[src/rtl/xsp_pkg.sv]
package xsp_pkg;
  localparam int LO_W  = 8;
  localparam int HI_W  = 3;
  localparam int SP_W  = LO_W + HI_W;
  localparam int SFR_W = 8;

  typedef logic [SP_W-1:0] sp_t;

  // next pointer for a push: full carry when wide, low-byte wrap otherwise
  function automatic sp_t sp_step_up(sp_t sp, logic wide);
    logic [LO_W-1:0] lo;
    if (wide) return sp + SP_W'(1);
    lo = sp[LO_W-1:0] + LO_W'(1);
    return {{HI_W{1'b0}}, lo};
  endfunction

  // next pointer for a pop: full borrow when wide, low-byte wrap otherwise
  function automatic sp_t sp_step_down(sp_t sp, logic wide);
    logic [LO_W-1:0] lo;
    if (wide) return sp - SP_W'(1);
    lo = sp[LO_W-1:0] - LO_W'(1);
    return {{HI_W{1'b0}}, lo};
  endfunction
endpackage

[src/rtl/xsp_sfr_dec.sv]
module xsp_sfr_dec
  import xsp_pkg::*;
#(
  parameter logic [SFR_W-1:0] LO_ADDR  = 8'h81,
  parameter logic [SFR_W-1:0] HI_ADDR  = 8'hB7,
  parameter logic [SFR_W-1:0] CFG_ADDR = 8'hAF,
  parameter int               EN_BIT   = 7
) (
  input  logic             sfr_wr_i,
  input  logic [SFR_W-1:0] sfr_addr_i,
  input  sp_t              sp,
  input  logic             ext_en,
  output logic             wr_lo,
  output logic             wr_hi,
  output logic             wr_cfg,
  output logic [SFR_W-1:0] rdata
);
  localparam int PAD_W = SFR_W - HI_W;

  logic hit_lo, hit_hi, hit_cfg;
  assign hit_lo  = (sfr_addr_i == LO_ADDR);
  assign hit_hi  = (sfr_addr_i == HI_ADDR);
  assign hit_cfg = (sfr_addr_i == CFG_ADDR);

  assign wr_lo  = sfr_wr_i & hit_lo;
  assign wr_hi  = sfr_wr_i & hit_hi & ext_en;   // hidden while narrow
  assign wr_cfg = sfr_wr_i & hit_cfg;

  always_comb begin
    rdata = '0;
    if (hit_lo)
      rdata = sp[LO_W-1:0];
    else if (hit_hi && ext_en)
      rdata = {{PAD_W{1'b0}}, sp[SP_W-1:LO_W]};
    else if (hit_cfg)
      rdata[EN_BIT] = ext_en;
  end
endmodule

[src/rtl/xsp_ptr_core.sv]
module xsp_ptr_core
  import xsp_pkg::*;
#(
  parameter int              EN_BIT   = 7,
  parameter logic [LO_W-1:0] RESET_LO = 8'h07
) (
  input  logic             clk,
  input  logic             rst_n,
  input  logic             push,
  input  logic             pop,
  input  logic             wr_lo,
  input  logic             wr_hi,
  input  logic             wr_cfg,
  input  logic [SFR_W-1:0] wdata,
  output sp_t              sp_q,
  output logic             ext_en_q
);
  // SFR writes take priority over stack strobes
  always_ff @(posedge clk) begin
    if (!rst_n) begin
      sp_q     <= {{HI_W{1'b0}}, RESET_LO};
      ext_en_q <= 1'b0;
    end else if (wr_cfg) begin
      ext_en_q <= wdata[EN_BIT];
      if (!wdata[EN_BIT]) sp_q[SP_W-1:LO_W] <= '0;
    end else if (wr_lo) begin
      sp_q[LO_W-1:0] <= wdata[LO_W-1:0];
    end else if (wr_hi) begin
      sp_q[SP_W-1:LO_W] <= wdata[HI_W-1:0];
    end else if (push) begin
      sp_q <= sp_step_up(sp_q, ext_en_q);
    end else if (pop) begin
      sp_q <= sp_step_down(sp_q, ext_en_q);
    end
  end
endmodule

[src/rtl/xsp_addr_gen.sv]
module xsp_addr_gen
  import xsp_pkg::*;
(
  input  sp_t  sp,
  input  logic ext_en,
  input  logic push,
  output sp_t  addr,
  output logic xram_sel
);
  assign addr     = push ? sp_step_up(sp, ext_en) : sp;
  assign xram_sel = |addr[SP_W-1:LO_W];
endmodule

[src/rtl/xsp_unit.sv]
module xsp_unit
  import xsp_pkg::*;
#(
  parameter logic [SFR_W-1:0] LO_ADDR  = 8'h81,
  parameter logic [SFR_W-1:0] HI_ADDR  = 8'hB7,
  parameter logic [SFR_W-1:0] CFG_ADDR = 8'hAF,
  parameter int               EN_BIT   = 7,
  parameter logic [LO_W-1:0]  RESET_LO = 8'h07
) (
  input  logic             clk,
  input  logic             rst_n,
  input  logic             push_i,
  input  logic             pop_i,
  input  logic             sfr_wr_i,
  input  logic [SFR_W-1:0] sfr_addr_i,
  input  logic [SFR_W-1:0] sfr_wdata_i,
  output logic [SFR_W-1:0] sfr_rdata_o,
  output logic [SP_W-1:0]  stk_addr_o,
  output logic             stk_xram_o,
  output logic             ext_en_o
);
  sp_t  sp_q;
  logic ext_en_q;
  logic wr_lo, wr_hi, wr_cfg;

  xsp_sfr_dec #(
    .LO_ADDR(LO_ADDR), .HI_ADDR(HI_ADDR), .CFG_ADDR(CFG_ADDR), .EN_BIT(EN_BIT)
  ) u_dec (
    .sfr_wr_i  (sfr_wr_i),
    .sfr_addr_i(sfr_addr_i),
    .sp        (sp_q),
    .ext_en    (ext_en_q),
    .wr_lo     (wr_lo),
    .wr_hi     (wr_hi),
    .wr_cfg    (wr_cfg),
    .rdata     (sfr_rdata_o)
  );

  xsp_ptr_core #(.EN_BIT(EN_BIT), .RESET_LO(RESET_LO)) u_core (
    .clk     (clk),
    .rst_n   (rst_n),
    .push    (push_i),
    .pop     (pop_i),
    .wr_lo   (wr_lo),
    .wr_hi   (wr_hi),
    .wr_cfg  (wr_cfg),
    .wdata   (sfr_wdata_i),
    .sp_q    (sp_q),
    .ext_en_q(ext_en_q)
  );

  xsp_addr_gen u_addr (
    .sp      (sp_q),
    .ext_en  (ext_en_q),
    .push    (push_i),
    .addr    (stk_addr_o),
    .xram_sel(stk_xram_o)
  );

  assign ext_en_o = ext_en_q;
endmodule

[config.mk]
export PLATFORM = sky130hd
export DESIGN_NAME = xsp_unit
export DESIGN_NICKNAME = d
export VERILOG_FILES = /design/src/rtl/xsp_pkg.sv /design/src/rtl/xsp_sfr_dec.sv /design/src/rtl/xsp_ptr_core.sv /design/src/rtl/xsp_addr_gen.sv /design/src/rtl/xsp_unit.sv
export SDC_FILE = /design/constraint.sdc
export NUM_CORES = 1
export LEC_CHECK = 0
export BUFFER_PORTS_ARGS = -buffer_cell sky130_fd_sc_hd__buf_2
export CAP_MARGIN = 20
export CORE_MARGIN = 4
export CORE_UTILIZATION = 46
export DETAILED_ROUTE_END_ITERATION = 8
export GPL_TIMING_DRIVEN = 0
export HOLD_SLACK_MARGIN = 0.03
export PLACE_DENSITY = 0.76
export SLEW_MARGIN = 40
export SYNTH_ARGS = -nofsm -noshare
export SYNTH_HDL_FRONTEND = slang
export SYNTH_SLANG_ARGS = --single-unit
[constraint.sdc]
create_clock -name clk -period 1.8 [get_ports clk]
set_input_delay 0.36 -clock clk [delete_from_list [all_inputs] [get_ports clk]]
set_output_delay 0.36 -clock clk [all_outputs]
set_load 0.005 [all_outputs]
======== Word-level counts from Yosys, hierarchy flattened ========
Index checks and enable logic that the tools add are counted.
storage, ports and cells
  register bits after elaboration ......... 12
  input port bits ......................... 21
  output and inout bits ................... 21
  word-level logic and storage cells ...... 54
cells by class
  $add $sub $neg .......................... 4
  eq/ne operators ......................... 6
  muxes and demuxes ....................... 30
  bitwise logic cells ..................... 5
  reductions and logical operators ........ 6
operators by type and width
  operator                                                                  count
  11-bit 2-to-1 mux                                                         8
  8-bit equality test (second input constant)                               3
  8-bit 2-to-1 mux                                                          3
  3-bit 2-to-1 mux                                                          5
  1-bit 2-to-1 mux                                                          14
  11-bit by 1-bit adder with 11-bit output (second input constant)          1
  11-bit by 1-bit subtractor with 11-bit output (second input constant)     1
  8-bit by 1-bit adder with 8-bit output (second input constant)            1
  8-bit by 1-bit subtractor with 8-bit output (second input constant)       1
  3-bit AND reduction                                                       2
  1-bit AND                                                                 4
  2-bit inequality test (second input constant)                             2
  4-bit nonzero test                                                        1
  3-bit nonzero test                                                        1
  3-bit OR reduction                                                        1
  2-bit by 1-bit inequality test with 1-bit output (second input constant)  1
  1-bit logical AND                                                         1
  1-bit NOT                                                                 1

======== Depth between registers and ports, before layout ========
  depth in word-level cells ............... 13
  mapped depth ............................ 7
  gate-level depth less buffers ........... 7

======== Modules after synthesis ========
Synthesis repeated with hierarchy kept, for this count alone.
unflattened totals
  cell total of the unflattened synthesis .. 182
  area total of the unflattened synthesis .. 1391.3 µm²
modules (own cells, without submodules)
  module        times used  cells an instance  area each (µm²)  seq. area each (µm²)
  xsp_ptr_core  1           128                958.4            240.2
  xsp_addr_gen  1           33                 247.7            0.0
  xsp_sfr_dec   1           21                 185.2            0.0

======== Worst setup path after synthesis ========
OpenSTA, ideal clock, no wires.
  path kind ............................... register to output
  from .................................... register u_core.sp_q[5]
  to ...................................... output port stk_xram_o
  data arrival time ....................... 1.631 ns
  data required time ...................... 1.440 ns
  setup slack ............................. -0.191 ns
  stages on the path, launching flop included .. 7
  path buffers ............................ 1
  cells stage by stage .................... dfxtp_1 -> clkbuf_1 -> and4_2 -> nand3_1 -> or4_1 -> nand3_1 -> nand4bb_1
on the way
  cells in the longest elaborated chain, start to end .. 5
RTL lines
  what                                      RTL line            RTL
  from (decl)                               xsp_ptr_core.sv:15  output sp_t sp_q,
  from (signal assigned)                    xsp_ptr_core.sv:21  sp_q <= {{HI_W{1'b0}}, RESET_LO};
  from (signal, indexed assignment)         xsp_ptr_core.sv:27  sp_q[LO_W-1:0] <= wdata[LO_W-1:0];
  from (signal, indexed assignment)         xsp_ptr_core.sv:29  sp_q[SP_W-1:LO_W] <= wdata[HI_W-1:0];
  11-bit by 1-bit adder with 11-bit output  xsp_pkg.sv:12       if (wide) return sp + SP_W'(1);
  11-bit 2-to-1 mux                         xsp_pkg.sv:12
  11-bit 2-to-1 mux                         xsp_pkg.sv:13       lo = sp[LO_W-1:0] + LO_W'(1);
  11-bit 2-to-1 mux                         xsp_addr_gen.sv:10  assign addr = push ? sp_step_up(sp, ext_en) : sp;
  named net stk_addr_o[10]                  xsp_unit.sv:18      output logic [SP_W-1:0] stk_addr_o,
  3-bit OR reduction                        xsp_addr_gen.sv:11  assign xram_sel = |addr[SP_W-1:LO_W];
  to (decl)                                 xsp_unit.sv:19      output logic stk_xram_o,
The timed path passes the listed nets, and every way through them passes these cells. The select of a mux whose other input is x is not followed.

======== Final worst setup path ========
  from .................................... register u_core.sp_q[6]
  to ...................................... output port stk_xram_o
on the way
  cells in the longest elaborated chain, start to end .. 5
RTL lines
  what                                      RTL line
  11-bit by 1-bit adder with 11-bit output  xsp_pkg.sv:12
  11-bit 2-to-1 mux                         xsp_pkg.sv:12
  11-bit 2-to-1 mux                         xsp_pkg.sv:13
  11-bit 2-to-1 mux                         xsp_addr_gen.sv:10
  3-bit OR reduction                        xsp_addr_gen.sv:11
Every way passes these cells. The select of a mux whose other input is x is not followed.

==> metrics <==
Cell Rows 19; CTS Buf Count 3; Hold Fails Final Rpt 0; global-route wire length before repair 6.56 mm; vias in the first global route approximately 1400; # H-tree levels 1; RSZ-0062 raised after global routing true; Min-Delay Endpoint u_core.sp_q[1]; Hold Slack around 300 ps; nets@finish 264; Hold Crit Start sfr_wdata_i[1]; family with the most delay on the worst path simple AND/OR/NAND/NOR gates; commonest non-fill, non-tap cells in the layout buf_2 (41), buf_4 (17), nand2_1 (15), xnor2_1 (12), nor2_1 (12); hold_buf cts 0; Initial Util between 40% and 50%; min setup slack post-route -383 ps; setup violators final 11; flops & latches, synth 12; Yosys top cell area share 18.4%; Reg-to-Reg End u_core.sp_q[9]; r2r startpoint u_core.sp_q[4]; Vias between 1500 and 2000; IO Count 42; area growth from synthesis to layout 47.6%; crit path kind flip-flop to output pin; Fin Setup TNS -1780 ps; Final GP Congestion approximately 0.86; CP max-delay cell or4_4; critical path required time 1440 ps; CTS Root Cell clkbuf_4; Cells after DPL about 250; CTS tree built; Clock Pin Slew Worst Setup and Hold Paths approximately 90 ps; FFs w/ async S/R, synth 0%; clock latency on the worst-skew pair approximately 290 ps; Power, Total roughly 0.84 mW; Reg2Reg Setup Slack -260 ps; crit share post-route 121%; Syn Nets around 200; synthesized netlist cell count approximately 180; Iter 0 DRT Violations 95; Hold Crit Depth 3; VDD IR max slightly above 0.0004 V; Netlist cell types 48; layout cell share with drive strength beyond 1 around 48%; Worst path max stage delay 510 ps; HPWL Detailed around 2.8 mm; Buf/Inv on CP 2; number of non-filler instances in the completed layout 269; core area ~2700 um^2; dominant cells by area after synthesis dfxtp_1 (18%), xnor2_1 (8.1%), nand2_1 (4.3%), nor2_1 (4.3%), ha_1 (3.8%); Die ar. between 3000 and 4000 um^2; Clock Skews between 0.6 and 0.7 ps; CP cell instances buf_8 -> and2_4 -> nand3_2 -> or4_4 -> nand3_2 -> nand4bb_1 -> buf_2; initial antenna violation count 0; leak pwr ~0.80 nW; PortBufs a little over 40; CP Launch Point u_core.sp_q[6]; synthesized cell area around 1300 um^2; clock buffer depth 2; first drt pass iteration count 5; dpl ws -398 ps; ANT cells 0; PwrDens between 400 and 500 nW/um^2; max_cap viols 0; clk sinks 12; reg2reg path depth 7; Hold Crit Class input port to flip-flop; DRT Wirelength 4.30 mm; largest net degree at the start of global routing 11; routed len/inst about 16 um; crit-path max FO 10; outcome complete, but fails checks; sequential fraction of the synthesis area 18.4%; height of the die slightly above 60 um; Slew HR 61.3%; Slew Limit Fails 0; Main synth FF type dfxtp_1; commonest non-fill, non-tap cell in the layout buf_2; crit path DAT between 1500 and 2000 ps; largest area contributor in the synthesized netlist dfxtp_1; DR vias/cell between 6 and 7; GRT overflow 0; Worst-Margin Slew between 500 and 600 ps; Worst setup SP type flip-flop; DIE WIDTH 61.2 um; failing checks setup timing; Peak Freq approximately 460 MHz; Crit. End Element output pin; Tmin final about 2200 ps; Syn. warnings 0; ANT nets after route 0; cell repeated most along the worst path nand3_2; Total GRT Usage between 20 and 25%; Syn Area/Cell between 7 and 8 um^2; number of flops mapped to enable cells by yosys 0; Residual DRC 0
state kept, by name, summed over array words and instances, names as in the netlist:
signal           count
u_core.ext_en_q      1
u_core.sp_q         11
cell type report:
type                    instances  area, um^2
plain buffers                   7        63.8
well taps                      31        38.8
multi-input cells             146        1130
fillers                       216         811
repair buffers                 62         372
inverters                       7        26.3
flip-flops and latches         12         259
clock buffers                   4        36.3
cells in the mapped netlist, types with 2 or more instances:
cell type	instances
nand3b_1	2
a22o_1	3
nand3_1	10
nand2b_1	3
nor3_1	7
nand2_1	15
o21ai_0	6
inv_1	7
o211ai_1	5
a211oi_2	3
a21oi_1	2
and2_1	6
buf_2	2
nor2_1	15
clkbuf_1	9
o31ai_1	2
or3_1	6
xnor2_1	12
dfxtp_1	12
xor2_1	2
nor4_1	4
or4_1	3
a211oi_1	6
ha_1	4
nand4_1	8
timing repair:
item                                    in CTS  in global routing
gates resized for setup                     34                 20
endpoints found under the setup margin      29                 25
hold endpoints to repair                     0                  0
buffers inserted                            13                  8
pin swaps                                   18                 15
cloned                                       0                  0
how the worst max path moves through the flow:
stage | endpoint | slack (ps) | cells past startpoint
2_1_floorplan | u_core.sp_q[9] | -60 | 6
3_3_place_gp | u_core.sp_q[5] | -360 | 6
3_5_place_dp | u_core.sp_q[6] | -400 | 6
4_1_cts | stk_xram_o | -380 | 7
5_1_grt | stk_xram_o | -440 | 7
6_report | stk_xram_o | -380 | 7
logic make-up after synthesis:
group / after synthesis / share of synthesized area (%)
AOI/OAI and AO/OA: 36 / 21.8
buffers and inverters: 19 / 6.24
xor gates and xnor gates: 14 / 9.41
adders and majority gates: 4 / 3.84
muxes: 2 / 1.63
DFF: 12 / 18.4
and+or+nand+nor: 90 / 38.6
worst reg2reg max path, delay by kind of cell, from the launching register on:
kind                   cells  cell delay, ps
flip-flops                 1             320
AO/OA/AOI/OAI              2             420
buffers and inverters      2             250
AND/OR/NAND/NOR            3            1010
layer usage:
layer | GRT usage [%] | share of wire [%] | vias up
met2 | 37.3 | 47 | 90
li1 | - | - | 785
met3 | 1.68 | 8.6 | 15
met4 | 9.29 | 2.9 | 0
met1 | 31.6 | 41 | 762
met5 | 0 | 0 | -
per-stage QoR:
| step | instance area, um^2 | utilization, % |
|---|---|---|
| after floorplan | 1340 | - |
| after global placement | 1580 | 57.9 |
| after detailed placement | 1580 | 57.9 |
| after CTS | 1820 | 66.5 |
| after global routing | 1920 | 70.3 |
| final | 1920 | 70.3 |
power by group:
part | switching (mW) | internal (mW) | total, mW
sequential | 0.0207 | 0.284 | 0.304
clock | 0.109 | 0.123 | 0.232
combinational | 0.159 | 0.148 | 0.307
total | 0.289 | 0.555 | 0.844
Note: power is estimated with default switching activity, not from simulation.
